<file path="src/rtl/fb_pkg.sv">
package fb_pkg;
   typedef enum logic [1:0] {
      MODE_ASYNC  = 2'b00,
      MODE_MASTER = 2'b01,
      MODE_SLAVE  = 2'b10,
      MODE_OFF    = 2'b11
   } fb_mode_e;

   localparam logic [1:0] SEL_INT_LO = 2'd0;
   localparam logic [1:0] SEL_INT_HI = 2'd1;
   localparam logic [1:0] SEL_FRAC   = 2'd2;
endpackage

</file>
<file path="src/rtl/fb_div_regs.sv">
module fb_div_regs
   import fb_pkg::*;
#(
   parameter int INT_W  = 16,
   parameter int FRAC_W = 6
) (
   input  logic              clk,
   input  logic              rst_n,
   input  logic              wr_en,
   input  logic [1:0]        wr_sel,
   input  logic [7:0]        wr_data,
   output logic [INT_W-1:0]  int_div,
   output logic [FRAC_W-1:0] frac
);
   localparam int HI_W = INT_W - 8;

   generate
      if (INT_W < 9 || INT_W > 16) begin : g_bad_int
         $error("fb_div_regs: INT_W must lie in 9..16");
      end
      if (FRAC_W < 1 || FRAC_W > 8) begin : g_bad_frac
         $error("fb_div_regs: FRAC_W must lie in 1..8");
      end
   endgenerate

   logic [7:0]        lo_q;
   logic [HI_W-1:0]   hi_q;
   logic [FRAC_W-1:0] frac_q;

   // byte-wise divisor load, select 3 writes nothing
   always_ff @(posedge clk or negedge rst_n) begin
      if (!rst_n) begin
         lo_q   <= '0;
         hi_q   <= '0;
         frac_q <= '0;
      end else if (wr_en) begin
         case (wr_sel)
            SEL_INT_LO: lo_q   <= wr_data;
            SEL_INT_HI: hi_q   <= wr_data[HI_W-1:0];
            SEL_FRAC:   frac_q <= wr_data[FRAC_W-1:0];
            default:    ;
         endcase
      end
   end

   assign int_div = {hi_q, lo_q};
   assign frac    = frac_q;
endmodule

</file>
<file path="src/rtl/fb_period_ctr.sv">
module fb_period_ctr #(
   parameter int INT_W  = 16,
   parameter int FRAC_W = 6
) (
   input  logic              clk,
   input  logic              rst_n,
   input  logic              run,
   input  logic              frac_en,
   input  logic [INT_W-1:0]  int_div,
   input  logic [FRAC_W-1:0] frac,
   output logic              period_end
);
   localparam int CW = INT_W + 1;

   logic [CW-1:0]     cnt_q;
   logic [CW-1:0]     per_q;
   logic [FRAC_W-1:0] acc_q;
   logic [FRAC_W:0]   acc_sum;
   logic [CW-1:0]     base_per;
   logic              use_frac;

   assign acc_sum    = {1'b0, acc_q} + {1'b0, frac};
   assign base_per   = {1'b0, int_div};
   assign use_frac   = frac_en && (int_div > INT_W'(1));
   assign period_end = (per_q != '0) && (cnt_q == per_q - CW'(1));

   // Period register is reloaded only at a boundary; a carry from
   // the phase accumulator stretches the next period by one cycle.
   always_ff @(posedge clk or negedge rst_n) begin
      if (!rst_n) begin
         cnt_q <= '0;
         per_q <= '0;
         acc_q <= '0;
      end else if (!run) begin
         cnt_q <= '0;
         per_q <= '0;
         acc_q <= '0;
      end else if (per_q == '0) begin
         cnt_q <= '0;
         per_q <= base_per;
      end else if (period_end) begin
         cnt_q <= '0;
         if (use_frac) begin
            acc_q <= acc_sum[FRAC_W-1:0];
            per_q <= base_per + CW'(acc_sum[FRAC_W]);
         end else begin
            per_q <= base_per;
         end
      end else begin
         cnt_q <= cnt_q + CW'(1);
      end
   end

   p_cnt_below_per_r3: assert property (@(posedge clk) disable iff (!rst_n)
      (per_q != '0) |-> (cnt_q < per_q));

   p_load_choice_r7: assert property (@(posedge clk) disable iff (!rst_n)
      (run && period_end) |=>
         (per_q == {1'b0, $past(int_div)} || per_q == {1'b0, $past(int_div)} + CW'(1)));

   p_no_frac_master_r6: assert property (@(posedge clk) disable iff (!rst_n)
      (run && period_end && !frac_en) |=> (per_q == {1'b0, $past(int_div)}));

   p_unit_div_r4: assert property (@(posedge clk) disable iff (!rst_n)
      (run && period_end && int_div == INT_W'(1)) |=> (per_q == CW'(1)));

   p_zero_idle_r5: assert property (@(posedge clk) disable iff (!rst_n)
      (per_q == '0 && int_div == '0) |=> (per_q == '0));
endmodule

</file>
<file path="src/rtl/fb_clk_sync.sv">
module fb_clk_sync #(
   parameter int STAGES = 2
) (
   input  logic clk,
   input  logic rst_n,
   input  logic d,
   output logic q
);
   generate
      if (STAGES < 0 || STAGES > 4) begin : g_bad_stages
         $error("fb_clk_sync: STAGES must lie in 0..4");
      end
      if (STAGES == 0) begin : g_bypass
         assign q = d;
      end else begin : g_chain
         logic [STAGES-1:0] sh_q;
         always_ff @(posedge clk or negedge rst_n) begin
            if (!rst_n) sh_q <= '0;
            else        sh_q <= (sh_q << 1) | STAGES'(d);
         end
         assign q = sh_q[STAGES-1];
      end
   endgenerate
endmodule

</file>
<file path="src/rtl/fracbaud_gen.sv">
module fracbaud_gen
   import fb_pkg::*;
#(
   parameter int INT_W       = 16,
   parameter int FRAC_W      = 6,
   parameter int SYNC_STAGES = 2
) (
   input  logic       clk,
   input  logic       rst_n,
   input  logic [1:0] mode_sel,
   input  logic       wr_en,
   input  logic [1:0] wr_sel,
   input  logic [7:0] wr_data,
   input  logic       ext_sclk,
   output logic       os_tick,
   output logic       sclk_out
);
   fb_mode_e          mode_now;
   fb_mode_e          mode_q;
   logic              run;
   logic              frac_en;
   logic              period_end;
   logic              ext_sync;
   logic [INT_W-1:0]  int_div;
   logic [FRAC_W-1:0] frac;
   logic              tick_q;
   logic              sclk_q;

   assign mode_now = fb_mode_e'(mode_sel);

   always_ff @(posedge clk or negedge rst_n) begin
      if (!rst_n) mode_q <= MODE_OFF;
      else        mode_q <= mode_now;
   end

   // one idle cycle on any mode change restarts counter and phase
   assign run     = (mode_now == MODE_ASYNC || mode_now == MODE_MASTER) && (mode_now == mode_q);
   assign frac_en = (mode_now == MODE_ASYNC);

   fb_div_regs #(.INT_W(INT_W), .FRAC_W(FRAC_W)) i_regs (
      .clk     (clk),
      .rst_n   (rst_n),
      .wr_en   (wr_en),
      .wr_sel  (wr_sel),
      .wr_data (wr_data),
      .int_div (int_div),
      .frac    (frac)
   );

   fb_period_ctr #(.INT_W(INT_W), .FRAC_W(FRAC_W)) i_ctr (
      .clk        (clk),
      .rst_n      (rst_n),
      .run        (run),
      .frac_en    (frac_en),
      .int_div    (int_div),
      .frac       (frac),
      .period_end (period_end)
   );

   fb_clk_sync #(.STAGES(SYNC_STAGES)) i_sync (
      .clk   (clk),
      .rst_n (rst_n),
      .d     (ext_sclk),
      .q     (ext_sync)
   );

   always_ff @(posedge clk or negedge rst_n) begin
      if (!rst_n) begin
         tick_q <= 1'b0;
         sclk_q <= 1'b0;
      end else begin
         tick_q <= period_end && run && (mode_now == MODE_ASYNC);
         case (mode_now)
            MODE_MASTER: begin
               if (!run)            sclk_q <= 1'b0;
               else if (period_end) sclk_q <= ~sclk_q;
            end
            MODE_SLAVE: sclk_q <= ext_sync;
            default:    sclk_q <= 1'b0;
         endcase
      end
   end

   assign os_tick  = tick_q;
   assign sclk_out = sclk_q;

   p_reset_quiet_r1: assert property (@(posedge clk)
      !rst_n |=> (!os_tick && !sclk_out));

   p_tick_async_only_r10: assert property (@(posedge clk) disable iff (!rst_n)
      os_tick |-> ($past(mode_sel) == MODE_ASYNC));

   p_sclk_low_async_r10: assert property (@(posedge clk) disable iff (!rst_n)
      ($past(mode_sel) == MODE_ASYNC) |-> !sclk_out);

   p_off_quiet_r9: assert property (@(posedge clk) disable iff (!rst_n)
      ($past(mode_sel) == MODE_OFF) |-> (!sclk_out && !os_tick));

   p_slave_no_tick_r8: assert property (@(posedge clk) disable iff (!rst_n)
      ($past(mode_sel) == MODE_SLAVE) |-> !os_tick);
endmodule

</file>
<file path="config.mk">
export PLATFORM = sky130hd
export DESIGN_NAME = fracbaud_gen
export DESIGN_NICKNAME = d
export VERILOG_FILES = /design/src/rtl/fb_pkg.sv /design/src/rtl/fb_div_regs.sv /design/src/rtl/fb_period_ctr.sv /design/src/rtl/fb_clk_sync.sv /design/src/rtl/fracbaud_gen.sv
export SDC_FILE = /design/constraint.sdc
export NUM_CORES = 1
export LEC_CHECK = 0
export ABC_AREA = 1
export BUFFER_PORTS_ARGS = -buffer_cell sky130_fd_sc_hd__buf_2
export CELL_PAD_IN_SITES_DETAIL_PLACEMENT = 1
export CELL_PAD_IN_SITES_GLOBAL_PLACEMENT = 1
export CORE_MARGIN = 3
export CORE_UTILIZATION = 49
export DETAILED_ROUTE_END_ITERATION = 8
export PLACE_DENSITY_LB_ADDON = 0.1
export REMOVE_ABC_BUFFERS = 1
export SETUP_SLACK_MARGIN = 0.5
export SYNTH_ARGS = -nofsm -noshare
export SYNTH_HDL_FRONTEND = slang
export SYNTH_SLANG_ARGS = --single-unit
export TNS_END_PERCENT = 5
</file>
<file path="constraint.sdc">
create_clock -name clk -period 4.3 [get_ports clk]
set_input_delay 0 -clock clk [delete_from_list [all_inputs] [get_ports clk]]
set_output_delay 0 -clock clk [all_outputs]
set_load 0.02 [all_outputs]
</file>
======== Word-level counts from Yosys, hierarchy flattened ========
Index checks and enable logic that the tools add are counted.
storage, ports and cells
  word-level logic and storage cells ...... 56
  register bits after elaboration ......... 68
  output and inout port bits .............. 2
  input bits .............................. 16
operators by class
  bitwise gates (word level) .............. 2
  reductions and logical operators ........ 14
  order comparisons ....................... 1
  add/sub/neg operators ................... 4
  eq/ne operators ......................... 11
  muxes and demuxes ....................... 14
operators with widths
  cell                   number
  $mux 17                7
  $mux 6                 4
  $add 16x1->17          1
  $add 17x1->17 const B  1
  $eq 17x17->1           1
  $logic_not 17->1       1
  $reduce_bool 17->1     1
  $sub 17x1->17 const B  1
  $gt 16x1->1 const B    1
  $add 6x6->7            1
  $ne 2x2->1 const B     3
  $ne 3x3->1 const B     2
  $reduce_and 2->1       3
  $logic_and 1x1->1      5
  $eq 2x1->1 const B     2
  $eq 2x2->1 const B     2
  $logic_not 2->1        2
  $reduce_and 3->1       1
  $eq 2x2->1             1
  $mux 1                 2
  $or 2x1->2             1
  $pmux 1 s2             1
  $logic_or 1x1->1       1
  $not 1->1              1

======== Logic depth before layout (Yosys ltp) ========
  depth in word-level cells ............... 6
  mapped depth ............................ 20
  depth with buffers taken out ............ 20

======== By module ========
Synthesis repeated with hierarchy kept, for this count alone.
second synthesis, totals
  cells, all modules ...................... 689
  area total of the unflattened synthesis .. 4750.8 um2
modules (own cells, without submodules)
  module         sequential area each (um2)  cells an instance  instances  area each (um2)
  fb_period_ctr  1001.0                      555                1          3465.8
  fb_div_regs    550.5                       99                 1          953.4
  fracbaud_gen   102.6                       33                 1          281.5
  fb_clk_sync    50.0                        2                  1          50.0

======== Worst setup path before layout ========
OpenSTA, ideal clock, no wires.
  kind .................................... flip-flop to flip-flop
  start ................................... reg i_regs.frac_q[0], in the netlist i_regs.frac[0]
  end ..................................... reg i_ctr.per_q[12]
  path slack .............................. 1.641 ns
  required time ........................... 4.182 ns
  arrival time ............................ 2.541 ns
  stages on the path, launching flop included .. 21
  setup time .............................. 0.118 ns
  period minus slack after synthesis ...... 2.659 ns
  buffers on the path ..................... 0
  cells stage by stage .................... dfrtp_1 > ha_1 > fa_1 > nand3_1 > and2_1 > inv_1 > a21oi_1 > o21bai_1 > ha_1 > ha_1 > nand2_1 > nor2_1 > nand3_1 > xor2_1 > nand2_1 > o21ai_0 > nand2_1 > o21ai_0 > nor2_1 > nand2_1 > nand2_1
on the way
  word-level cells in the longest chain between the ends .. 6
RTL lines
  item                    line                 RTL
  start, declared         fb_div_regs.sv:28    logic [FRAC_W-1:0] frac_q;
  start signal, assigned  fb_div_regs.sv:40    SEL_FRAC: frac_q <= wr_data[FRAC_W-1:0];
  $add 6x6->7             fb_period_ctr.sv:22  assign acc_sum = {1'b0, acc_q} + {1'b0, frac};
  $add 16x1->17           fb_period_ctr.sv:45  per_q <= base_per + CW'(acc_sum[FRAC_W]);
  $mux 17                 fb_period_ctr.sv:43  if (use_frac) begin
  $mux 17                 fb_period_ctr.sv:41  end else if (period_end) begin
  $mux 17                 fb_period_ctr.sv:38  end else if (per_q == '0) begin
  $mux 17                 fb_period_ctr.sv:34  end else if (!run) begin
  end signal, assigned    fb_period_ctr.sv:40  per_q <= base_per;
  end signal, assigned    fb_period_ctr.sv:45
  end signal, assigned    fb_period_ctr.sv:47  per_q <= base_per;
  end, declared           fb_period_ctr.sv:16  logic [CW-1:0] per_q;
No other way between the ends. The select of a mux whose other input is x is not followed.
A chain may end at the register's enable or synchronous reset.

======== Worst setup path in the final report ========
  start ................................... reg i_regs.frac_q[2], in the netlist i_regs.frac[2]
  end ..................................... reg i_ctr.per_q[14]
Same word-level chain as after synthesis.

==> impl_metrics.py <==
metrics = {
    "floorplan": {
        "core-area_um2": 8810,
        "io_pins": 18,
        "fp.dieH_um": 102,
        "dieArea_um2": 10400,
        "start_util": 0.511,
        "num_rows": 34,
        "die-width_um": 102,
    },
    "placement": {
        "hpwl_um": 9480,
        "numPortBuffers": 17,
        "gp_congestion": 0.886,
    },
    "setup_path": {
        "worst-path-max-fanout": 4,
        "slowest_stage": "dfrtp_1",
        "crit_top_cell": "nand2_1",
        "start_kind": "flop",
        "path_cells": "ha_1, nand3_1, and2_1, inv_1, a21oi_1, o21bai_1, ha_1, ha_1, nand2_1, nor3_1, nand3_1, xor2_1, nand2_1, o21ai_0, nand2_1, o21ai_0, nor2_1, nand2_1, nand2_1",
        "crit_type": "flop to flop",
        "critPathArrivalTime_ns": 3.41,
        "required_ns": 4.59,
        "path_buf_inv": 1,
        "crit_family": "simple AND/OR/NAND/NOR gates",
        "end_kind": "flop",
        "cp_slowest_stage_delay_ns": 0.39,
    },
    "cells_and_area": {
        "final_common_cell": "nand2_1",
        "layout_common_cells": "174 x nand2_1, 91 x nor2_1, 68 x inv_1, 67 x nand3_1, 66 x dfrtp_1",
        "area_growth_pct": 11.4,
        "num_antenna_cells": 0,
        "finalNetCount": 697,
        "drive_gt1_frac": 0.0789,
    },
    "sta": {
        "hold_viol": 0,
        "final.period_utilization": 0.725,
        "rsz0062_at_grt": "false",
        "holdWs_ns": 0.152,
        "relSlewSlack": 0.435,
        "setup_tns_ns": 0,
        "fin_crit_ns": 3.12,
        "tightest_slew_ns": 0.844,
        "finClkSkew_ns": 0.0106,
        "finalSetupViolCount": 0,
        "final_max_slew_viol_count": 0,
        "fmaxAchievable_mhz": 321,
    },
    "detailed_routing": {
        "drt_pass1_iterations": 4,
        "avgViaCountPerCell": 5.59,
        "routedWlPerCell_um": 16.7,
        "postRouteAntennaNets": 0,
        "wl_um": 13000,
        "drt_iter0_markers": 104,
        "drc": 0,
        "num_vias": 4359,
    },
    "global_routing": {
        "track_usage": 0.275,
        "grt_pass1_wl_um": 22400,
        "antenna_found_initial": 0,
        "grt_pass1_vias": 4588,
        "grt-ovfl-total": 0,
        "grt_max_degree": 49,
    },
    "job": {
        "maxCapViolations": 0,
    },
    "logic_synthesis": {
        "synthDominantCellAreaShare": 0.367,
        "synth_edf_count": 0,
        "seq_area_frac_synth": 0.378,
        "syn_inst": 640,
        "ys_warn_count": 0,
        "syn-cell-area_um2": 4500,
        "synthTopCellsByArea": "dfrtp_1 37%, nand2_1 15%, nor2_1 7.6%, nand3_1 7.4%, inv_1 5.7%",
        "synthArstFlopShare": 1.00,
        "yosysTopAreaCell": "dfrtp_1",
        "synthFlopType": "dfrtp_1",
        "ys_ff_latch": 68,
        "syn_area_per_cell_um2": 7.04,
        "ys_types": 35,
    },
    "clocking": {
        "cts_sinks": 68,
        "cts_buffers": 9,
        "clkTransAtPathRegs_ns": 0.08,
        "clock_latency_ns": 0.36,
        "cts_tree": "built",
        "htreeDepth": 3,
        "post_cts_resized": 0,
        "ctsRootBufferMaster": "clkbuf_8",
        "clockBufferDepth": 2,
    },
    "outcome": {
        "status": "finished clean",
    },
    "power_and_ir_drop": {
        "p_per_area_nw_per_um2": 396,
        "ir_worst_vdd_mv": 0.190,
        "power_mw": 1.98,
        "p_leak_nw": 2.54,
    },
    "hold_path": {
        "hold_path_class": "input port to async pin",
    },
}
per-layer routing:
metal | vias up | share of wire | routed length (um) | GRT usage
met5 | - | 0 | 0 | 0
met4 | 0 | 0.024 | 317 | 0.0989
met3 | 26 | 0.022 | 284 | 0.0410
met2 | 56 | 0.52 | 6760 | 0.502
met1 | 2172 | 0.43 | 5630 | 0.329
li1 | 2105 | - | - | -
worst register-to-register path: stages, from the launching register on:
cell and delay, ns:
dfrtp_1 0.39, ha_1 0.38, nand3_1 0.12, and2_1 0.20
inv_1 0.06, a21oi_1 0.06, o21bai_1 0.16, ha_1 0.20
ha_1 0.24, nand2_1 0.10, nor3_1 0.30, nand3_1 0.14
xor2_1 0.16, nand2_1 0.06, o21ai_0 0.08, nand2_1 0.07
o21ai_0 0.10, nor2_1 0.11, nand2_1 0.06, nand2_1 0.06
logic make-up (layout without fill, tap and decap cells):
logic type	after synthesis	count (layout)	synth area share
AO/OA/AOI/OAI	65	65	0.0756
XOR/XNOR	32	32	0.0653
adder cells (fa/ha/maj)	14	14	0.0406
buffers and inverters	83	115	0.0739
flip-flops	68	68	0.378
AND/OR/NAND/NOR	378	378	0.366
what timing repair did:
action,in CTS,in global routing
endpoints found under the hold margin,42,0
setup buffers,0,0
hold buffers,12,0
setup endpoints to repair,0,0
synth_stat cells (4+ instances only):
master    number
dfrtp_1       66
inv_1         68
a21oi_1       12
nand3_1       67
nor3_1        14
nand4_1        8
nand2_1      174
ha_1          13
nor2_4         4
nor2_2         4
nor2_1        91
xnor2_1        7
o21ai_0       43
xor2_1        24
clkbuf_1      10
nand3b_1       7
power breakdown:
| group | switching [mW] | total (mW) | internal [mW] | leakage (nW) |
|---|---|---|---|---|
| registers | 0.0715 | 0.762 | 0.691 | 0.901 |
| logic | 0.406 | 0.593 | 0.187 | 1.52 |
| clock network | 0.269 | 0.629 | 0.360 | 0.120 |
through the flow:
step	instances	instance area [um2]	setup slack (ns)	util
after global placement	752	4660	1.41	0.529
after global routing	780	5010	0.901	0.569
after CTS	780	5010	1.16	0.569
after detailed placement	752	4660	1.24	0.529
final	780	5010	1.18	0.569
after floorplan	625	4430	1.62	-
flip-flops by register name, indices dropped and copies added, names as in the netlist:
signal / flops
i_ctr.acc_q: 6
i_ctr.cnt_q: 17
i_ctr.per_q: 17
i_regs.frac: 6
i_regs.hi_q: 8
i_regs.lo_q: 8
i_sync.g_chain.sh_q: 2
mode_q: 2
os_tick: 1
sclk_out: 1
final timing paths:
| check | from | endpoint | slack (ns) | depth (start not counted) |
|---|---|---|---|---|
| worst max register to register | i_regs.frac[2] | i_ctr.per_q[14] | 1.18 | 19 |
| worst min register to register | i_sync.g_chain.sh_q[0] | i_sync.g_chain.sh_q[1] | 0.35 | 0 |
| max in group asynchronous | rst_n | i_ctr.per_q[3] | 3.13 | 3 |
| worst max-delay path | i_regs.frac[2] | i_ctr.per_q[14] | 1.18 | 19 |
| worst min-delay path | rst_n | i_ctr.cnt_q[3] | 0.15 | 2 |
| min in group clk | wr_en | i_regs.frac[5] | 0.19 | 4 |
cell type report:
cell class | count | area (um2)
clock inverters | 5 | 82.6
fillers | 1160 | 3790
repair buffers | 31 | 220
clock buffers | 11 | 151
inverters | 68 | 255
multi-input cells | 489 | 2470
flip-flops and latches | 68 | 1700
well taps | 108 | 135
Power figures use the tool's default switching activity.
